<file path="src/rtl/sdmmc_regfront_pkg.sv">
package sdmmc_regfront_pkg;
  localparam int OFS_STATUS = 'h00;
  localparam int OFS_ENABLE = 'h04;
  localparam int OFS_BUFFER = 'h08;
  localparam int OFS_CMD    = 'h0C;
  localparam int OFS_ARG    = 'h10;
  localparam int OFS_RSP0   = 'h14;
  localparam int OFS_BLEN   = 'h24;
  localparam int OFS_BCNT   = 'h28;
  localparam int OFS_CARD   = 'h2C;

  localparam int CAUSE_W    = 4;
  localparam int C_EOC      = 0;
  localparam int C_EOD      = 1;
  localparam int C_CARD     = 2;
  localparam int C_TMO      = 3;

  localparam int RSP_WORDS  = 4;
  localparam logic [1:0] RSP_NONE = 2'd0;
  localparam logic [1:0] RSP_LONG = 2'd2;
  localparam logic [1:0] CLS_DATA = 2'd3;

  typedef struct packed {
    logic       rd;
    logic [1:0] cls;
    logic       bsy;
    logic [1:0] rsp;
    logic       od;
    logic [5:0] opc;
  } cmd_fields_t;
endpackage

</file>
<file path="src/rtl/sdmmc_cmd_seq.sv">
module sdmmc_cmd_seq
  import sdmmc_regfront_pkg::*;
(
  input  logic        clk,
  input  logic        rst,
  input  logic        cmd_wr,
  input  cmd_fields_t dec,
  input  logic [31:0] arg_in,
  input  logic        eng_done,
  input  logic        eng_timeout,
  input  logic        data_done,
  output logic        accept,
  output logic        busy,
  output logic        start,
  output cmd_fields_t fields_q,
  output logic [31:0] arg_q,
  output logic        ev_eoc,
  output logic        ev_tmo,
  output logic        ev_eod
);
  logic cmd_active;
  logic data_pend;

  assign busy   = cmd_active | data_pend;
  assign accept = cmd_wr & ~busy;
  assign ev_tmo = cmd_active & eng_timeout;
  assign ev_eoc = cmd_active & eng_done & ~eng_timeout;
  assign ev_eod = data_pend & data_done;

  always_ff @(posedge clk) begin
    if (rst) begin
      cmd_active <= 1'b0;
      data_pend  <= 1'b0;
      start      <= 1'b0;
      fields_q   <= '0;
      arg_q      <= '0;
    end else begin
      start <= accept;
      if (accept) begin
        fields_q   <= dec;
        arg_q      <= arg_in;
        cmd_active <= 1'b1;
      end
      if (cmd_active && (eng_done || eng_timeout)) begin
        cmd_active <= 1'b0;
        if (ev_eoc && fields_q.cls == CLS_DATA) data_pend <= 1'b1;
      end
      if (ev_eod) data_pend <= 1'b0;
    end
  end
endmodule

</file>
<file path="src/rtl/sdmmc_resp_store.sv">
module sdmmc_resp_store
  import sdmmc_regfront_pkg::*;
#(
  parameter int WORD_W = 32,
  localparam int TOT_W = WORD_W * RSP_WORDS
) (
  input  logic             clk,
  input  logic             rst,
  input  logic             capture,
  input  logic [1:0]       rsp_type,
  input  logic [TOT_W-1:0] resp_in,
  output logic [TOT_W-1:0] words
);
  for (genvar i = 0; i < RSP_WORDS; i++) begin : g_word
    always_ff @(posedge clk) begin
      if (rst) begin
        words[i*WORD_W +: WORD_W] <= '0;
      end else if (capture && rsp_type != RSP_NONE) begin
        if (rsp_type == RSP_LONG || i == 0)
          words[i*WORD_W +: WORD_W] <= resp_in[i*WORD_W +: WORD_W];
        else
          words[i*WORD_W +: WORD_W] <= '0;
      end
    end
  end
endmodule

</file>
<file path="src/rtl/sdmmc_cause_ctrl.sv">
module sdmmc_cause_ctrl
  import sdmmc_regfront_pkg::*;
(
  input  logic               clk,
  input  logic               rst,
  input  logic [CAUSE_W-1:0] set_vec,
  input  logic               clr_wr,
  input  logic [CAUSE_W-1:0] clr_vec,
  input  logic               en_wr,
  input  logic [CAUSE_W-1:0] en_vec,
  output logic [CAUSE_W-1:0] status_q,
  output logic [CAUSE_W-1:0] enable_q,
  output logic               irq
);
  logic [CAUSE_W-1:0] status_d;
  logic [CAUSE_W-1:0] enable_d;

  always_comb begin
    status_d = status_q;
    if (clr_wr) status_d = status_d & ~clr_vec;
    status_d = status_d | set_vec;
    enable_d = en_wr ? en_vec : enable_q;
  end

  always_ff @(posedge clk) begin
    if (rst) begin
      status_q <= '0;
      enable_q <= '0;
      irq      <= 1'b0;
    end else begin
      status_q <= status_d;
      enable_q <= enable_d;
      irq      <= |(status_d & enable_d);
    end
  end
endmodule

</file>
<file path="src/rtl/sdmmc_card_watch.sv">
module sdmmc_card_watch #(
  parameter int SYNC_STAGES = 2
) (
  input  logic       clk,
  input  logic       rst,
  input  logic       present_in,
  input  logic       ro_in,
  output logic [1:0] state,
  output logic       change
);
  logic [1:0] chain [SYNC_STAGES];
  logic       prev_present;

  for (genvar s = 0; s < SYNC_STAGES; s++) begin : g_sync
    always_ff @(posedge clk) begin
      if (rst) chain[s] <= '0;
      else if (s == 0) chain[s] <= {ro_in, present_in};
      else chain[s] <= chain[(s == 0) ? 0 : s-1];
    end
  end

  assign state  = chain[SYNC_STAGES-1];
  assign change = state[0] ^ prev_present;

  always_ff @(posedge clk) begin
    if (rst) prev_present <= 1'b0;
    else prev_present <= state[0];
  end
endmodule

</file>
<file path="src/rtl/sdmmc_regfront.sv">
module sdmmc_regfront
  import sdmmc_regfront_pkg::*;
#(
  parameter int ADDR_W      = 6,
  parameter int LEN_W       = 11,
  parameter int SYNC_STAGES = 2,
  localparam int RSP_TOT    = 32 * RSP_WORDS
) (
  input  logic               clk,
  input  logic               rst,
  input  logic               bus_wr,
  input  logic               bus_rd,
  input  logic [ADDR_W-1:0]  bus_addr,
  input  logic [31:0]        bus_wdata,
  output logic [31:0]        bus_rdata,
  output logic               irq,
  output logic               cmd_start,
  output logic [5:0]         cmd_opcode,
  output logic [31:0]        cmd_arg,
  output logic [1:0]         cmd_rsp_type,
  output logic [1:0]         cmd_class,
  output logic               cmd_open_drain,
  output logic               cmd_busy_wait,
  output logic               cmd_read_dir,
  output logic [LEN_W-1:0]   blk_len,
  output logic [LEN_W-1:0]   blk_cnt,
  output logic [31:0]        buf_addr,
  input  logic               eng_done,
  input  logic               eng_timeout,
  input  logic [RSP_TOT-1:0] eng_resp,
  input  logic               data_done,
  input  logic               card_present,
  input  logic               card_ro
);
  logic               sel_status, sel_enable, sel_buf, sel_cmd, sel_arg, sel_blen, sel_bcnt;
  logic [31:0]        arg_reg;
  logic [15:0]        cmd_word;
  cmd_fields_t        dec, fields_q;
  logic               accept_w, busy_w;
  logic               ev_eoc, ev_tmo, ev_eod;
  logic [RSP_TOT-1:0] rsp_words;
  logic [CAUSE_W-1:0] status_w, enable_w, set_vec;
  logic [1:0]         card_state;
  logic               card_change;
  logic [31:0]        rd_mux;

  assign sel_status = bus_wr && bus_addr == ADDR_W'(OFS_STATUS);
  assign sel_enable = bus_wr && bus_addr == ADDR_W'(OFS_ENABLE);
  assign sel_buf    = bus_wr && bus_addr == ADDR_W'(OFS_BUFFER);
  assign sel_cmd    = bus_wr && bus_addr == ADDR_W'(OFS_CMD);
  assign sel_arg    = bus_wr && bus_addr == ADDR_W'(OFS_ARG);
  assign sel_blen   = bus_wr && bus_addr == ADDR_W'(OFS_BLEN);
  assign sel_bcnt   = bus_wr && bus_addr == ADDR_W'(OFS_BCNT);

  assign dec.opc = bus_wdata[5:0];
  assign dec.od  = bus_wdata[6];
  assign dec.rsp = bus_wdata[9:8];
  assign dec.bsy = bus_wdata[11];
  assign dec.cls = bus_wdata[13:12];
  assign dec.rd  = bus_wdata[15];

  always_ff @(posedge clk) begin
    if (rst) begin
      arg_reg  <= '0;
      buf_addr <= '0;
      blk_len  <= '0;
      blk_cnt  <= '0;
      cmd_word <= '0;
    end else begin
      if (sel_arg)  arg_reg  <= bus_wdata;
      if (sel_buf)  buf_addr <= bus_wdata;
      if (sel_blen) blk_len  <= bus_wdata[LEN_W-1:0];
      if (sel_bcnt) blk_cnt  <= bus_wdata[LEN_W-1:0];
      if (accept_w) cmd_word <= bus_wdata[15:0];
    end
  end

  sdmmc_cmd_seq u_seq (
    .clk(clk), .rst(rst), .cmd_wr(sel_cmd), .dec(dec), .arg_in(arg_reg),
    .eng_done(eng_done), .eng_timeout(eng_timeout), .data_done(data_done),
    .accept(accept_w), .busy(busy_w), .start(cmd_start), .fields_q(fields_q),
    .arg_q(cmd_arg), .ev_eoc(ev_eoc), .ev_tmo(ev_tmo), .ev_eod(ev_eod)
  );

  assign cmd_opcode     = fields_q.opc;
  assign cmd_rsp_type   = fields_q.rsp;
  assign cmd_class      = fields_q.cls;
  assign cmd_open_drain = fields_q.od;
  assign cmd_busy_wait  = fields_q.bsy;
  assign cmd_read_dir   = fields_q.rd;

  sdmmc_resp_store #(.WORD_W(32)) u_rsp (
    .clk(clk), .rst(rst), .capture(ev_eoc), .rsp_type(fields_q.rsp),
    .resp_in(eng_resp), .words(rsp_words)
  );

  sdmmc_card_watch #(.SYNC_STAGES(SYNC_STAGES)) u_card (
    .clk(clk), .rst(rst), .present_in(card_present), .ro_in(card_ro),
    .state(card_state), .change(card_change)
  );

  always_comb begin
    set_vec         = '0;
    set_vec[C_EOC]  = ev_eoc;
    set_vec[C_EOD]  = ev_eod;
    set_vec[C_CARD] = card_change;
    set_vec[C_TMO]  = ev_tmo;
  end

  sdmmc_cause_ctrl u_cause (
    .clk(clk), .rst(rst), .set_vec(set_vec),
    .clr_wr(sel_status), .clr_vec(bus_wdata[CAUSE_W-1:0]),
    .en_wr(sel_enable), .en_vec(bus_wdata[CAUSE_W-1:0]),
    .status_q(status_w), .enable_q(enable_w), .irq(irq)
  );

  always_comb begin
    rd_mux = '0;
    if (bus_addr == ADDR_W'(OFS_STATUS)) rd_mux = 32'(status_w);
    if (bus_addr == ADDR_W'(OFS_ENABLE)) rd_mux = 32'(enable_w);
    if (bus_addr == ADDR_W'(OFS_BUFFER)) rd_mux = buf_addr;
    if (bus_addr == ADDR_W'(OFS_CMD))    rd_mux = 32'(cmd_word);
    if (bus_addr == ADDR_W'(OFS_ARG))    rd_mux = arg_reg;
    if (bus_addr == ADDR_W'(OFS_BLEN))   rd_mux = 32'(blk_len);
    if (bus_addr == ADDR_W'(OFS_BCNT))   rd_mux = 32'(blk_cnt);
    if (bus_addr == ADDR_W'(OFS_CARD))   rd_mux = 32'(card_state);
    for (int i = 0; i < RSP_WORDS; i++)
      if (bus_addr == ADDR_W'(OFS_RSP0 + 4 * i)) rd_mux = rsp_words[i*32 +: 32];
  end

  always_ff @(posedge clk) begin
    if (rst) bus_rdata <= '0;
    else if (bus_rd) bus_rdata <= rd_mux;
  end
endmodule

</file>
<file path="config.mk">
export PLATFORM = sky130hd
export DESIGN_NAME = sdmmc_regfront
export DESIGN_NICKNAME = d
export VERILOG_FILES = /design/src/rtl/sdmmc_regfront_pkg.sv /design/src/rtl/sdmmc_cmd_seq.sv /design/src/rtl/sdmmc_resp_store.sv /design/src/rtl/sdmmc_cause_ctrl.sv /design/src/rtl/sdmmc_card_watch.sv /design/src/rtl/sdmmc_regfront.sv
export SDC_FILE = /design/constraint.sdc
export NUM_CORES = 1
export LEC_CHECK = 0
export CORE_MARGIN = 1
export CORE_UTILIZATION = 25
export CTS_CLUSTER_SIZE = 12
export DETAILED_ROUTE_END_ITERATION = 8
export GPL_TIMING_DRIVEN = 0
export HOLD_SLACK_MARGIN = 0.03
export SLEW_MARGIN = 25
export SYNTH_ARGS = -nofsm -noshare
export SYNTH_HDL_FRONTEND = slang
export SYNTH_SLANG_ARGS = --single-unit
</file>
<file path="constraint.sdc">
create_clock -name clk -period 3.8 [get_ports clk]
set_input_delay 1.14 -clock clk [delete_from_list [all_inputs] [get_ports clk]]
set_output_delay 1.14 -clock clk [all_outputs]
set_load 0.01 [all_outputs]
</file>
==> reports/metrics.cfg <==
[clock_tree]
numCtsBuffers = 34
cts-hold-fix-buffers = 0
cts_max_level = 2
post_cts_buffers = 0
insertion_delay_ps = 540
clockBufferDepth = 3
cts_resized = 0
cts_root_buf = clkbuf_16
cts_tree = yes
cts_sinks = 311
clk_pin_slew_ps = 60

[finish]
stdcell_count = 2513
layout-drive-gt1-share_pct = 5.37
fin_area_mm2 = 0.0173
largest_register_ffs = 128
nets = 2000
top_register = u_rsp.words
final_core_util_pct = 35.5
syn2layout_area_growth_pct = 40.5

[logic_synthesis]
yosys-top-cells-area = dfxtp_1, nand2_1, a22oi_1, a21oi_1, nor2_1
synth_edf_count = 0
synthCells = 1486
synth_nets = 1661
syn_area_mm2 = 0.0123
synth.most_common_cell = nand2_1
ys.flop_type = dfxtp_1
synthArstFlopShare_pct = 0
synth_top_area_share_pct = 50.4
yosys_warnings = 0
ys_types = 53
synth_common_cells = nand2_1, dfxtp_1, a21oi_1, nor2_1, a22oi_1
yosysTopAreaCell = dfxtp_1
yosysSeqAreaShare_pct = 50.4
avgSynthCellArea_um2 = 8.31
ys_ff_latch = 311

[power_and_ir_drop]
ir_drop_uv = 194
p_leak_uw = 0.00571
power_density_mw_per_mm2 = 413

[place]
place.gp.congestion = 0.963
dp.cells = 2453
place_worst_setup_slack_ps = -163
port_buffers = 303
dpl-instance-area_mm2 = 0.0162
place_hpwl_um = 45400

[route]
vias_per_cell = 5.02
wl_met2_um = 26500
drt-wirelength-per-cell_um = 22.5
initialDrtViolationCount = 950
dr.pass1.iters = 5
wirelength_um = 56700
drc = 0
route.met3.wl_um = 4510
routed-via-count = 12600
ant_nets = 0
wl_met1_um = 23700
top_layer = met5

[timing]
finalSetupViolCount = 0
period_needed_ps = 3500
drv_slew = 0
hold_viol_final = 0
fin_skew_ps = 20.5
fmax_mhz = 286
worstMarginPinSlew_ps = 875
tns_ps = 0
rsz0062_at_grt = no
setup_slack_ps = 304
max-slew-margin-rel_pct = 41.5
period_share_pct = 92.0

[worst_setup_path]
critPathArrivalTime_ps = 3970
path_max_fanout = 10
critical_path_class = primary input to flip-flop
endpoint_kind = flip-flop
cp_data_required_time_ps = 4270
startpoint_type = primary input

[global_routing]
grt.total_usage_pct = 21.8
antenna_found_initial = 9
grt_max_degree = 13
gr-total-overflow = 0
grt_pass1_vias = 12100
grt_first_pass_wirelength_um = 81000

[floorplan]
placementRows = 81
die_h_um = 224
dieArea_mm2 = 0.0503
ios = 308
fp.coreArea_mm2 = 0.0488
start_util_pct = 25.3
die_x_um = 224

[run_status]
status = completed

[run]
maxCapViolCount = 0

[min_path]
hold_path.class = flip-flop to flip-flop

-- cells by family after synthesis --
kind of cell / count (synthesis) / synth area share (%)
AO/OA/AOI/OAI: 452 / 24.3
XOR/XNOR: 2 / 0.142
multiplexers: 13 / 1.19
buffers and inverters: 142 / 4.91
flip-flops: 311 / 50.4
AND/OR/NAND/NOR: 566 / 19.0
-- per-layer routing --
metal	GRT usage [%]	vias up
met3	5.56	102
li1	-	5921
met1	27.4	6054
met2	35.9	534
met4	8.08	8
met5	0	-
-- power breakdown --
| group | switching, uW | internal (uW) | leakage, uW |
|---|---|---|---|
| clock network | 1360 | 2030 | 0.000553 |
| logic | 252 | 234 | 0.00265 |
| registers | 16.3 | 3280 | 0.00251 |
-- worst max-delay path: stages --
cell and delay, ps:
clkdlybuf4s50_1 470, buf_2 210, or4_1 630, nor2_2 440
clkbuf_1 570, nand2_1 130, nand4_1 210, a221o_1 170
-- worst paths after layout --
kind,slack (ps),depth (start not counted),from,to
min reg2reg,440,1,u_card.chain[0][1],u_card.chain[1][1]
max reg2reg,1220,6,u_seq.cmd_active,u_rsp.words[45]
max,300,8,bus_addr[4],bus_rdata[5]
min,440,1,u_card.chain[0][1],u_card.chain[1][1]
-- final cells by class --
cell class	count	area [um2]
fillers	5090	31500
flip-flops and latches	311	6230
multi-input cells	1033	5520
repair buffers	303	3030
clock buffers	50	1040
well taps	664	831
plain buffers	139	596
clock inverters	5	75.1
diodes	5	12.5
inverters	3	11.3
-- through the flow --
step                      hold slack (ps)  power, uW
after detailed placement              433       3850
after global routing                  470       7350
after global placement                426       3850
final                                 444       7170
after floorplan                       414       3510
after CTS                             446       7200
-- layout by cell type, fill, tap and decap left out, types with 17 or more instances in the layout --
cell | netlist | final
nor2_1 | 147 | 147
a221oi_1 | 33 | 33
a22oi_1 | 128 | 128
dfxtp_1 | 311 | 311
nand3_1 | 26 | 26
clkbuf_16 | 0 | 37
clkbuf_1 | 100 | 106
nand2_1 | 339 | 339
a21oi_1 | 190 | 190
clkdlybuf4s50_1 | 0 | 303
a22o_1 | 17 | 17
buf_2 | 20 | 20
Power figures use the tool's default switching activity.
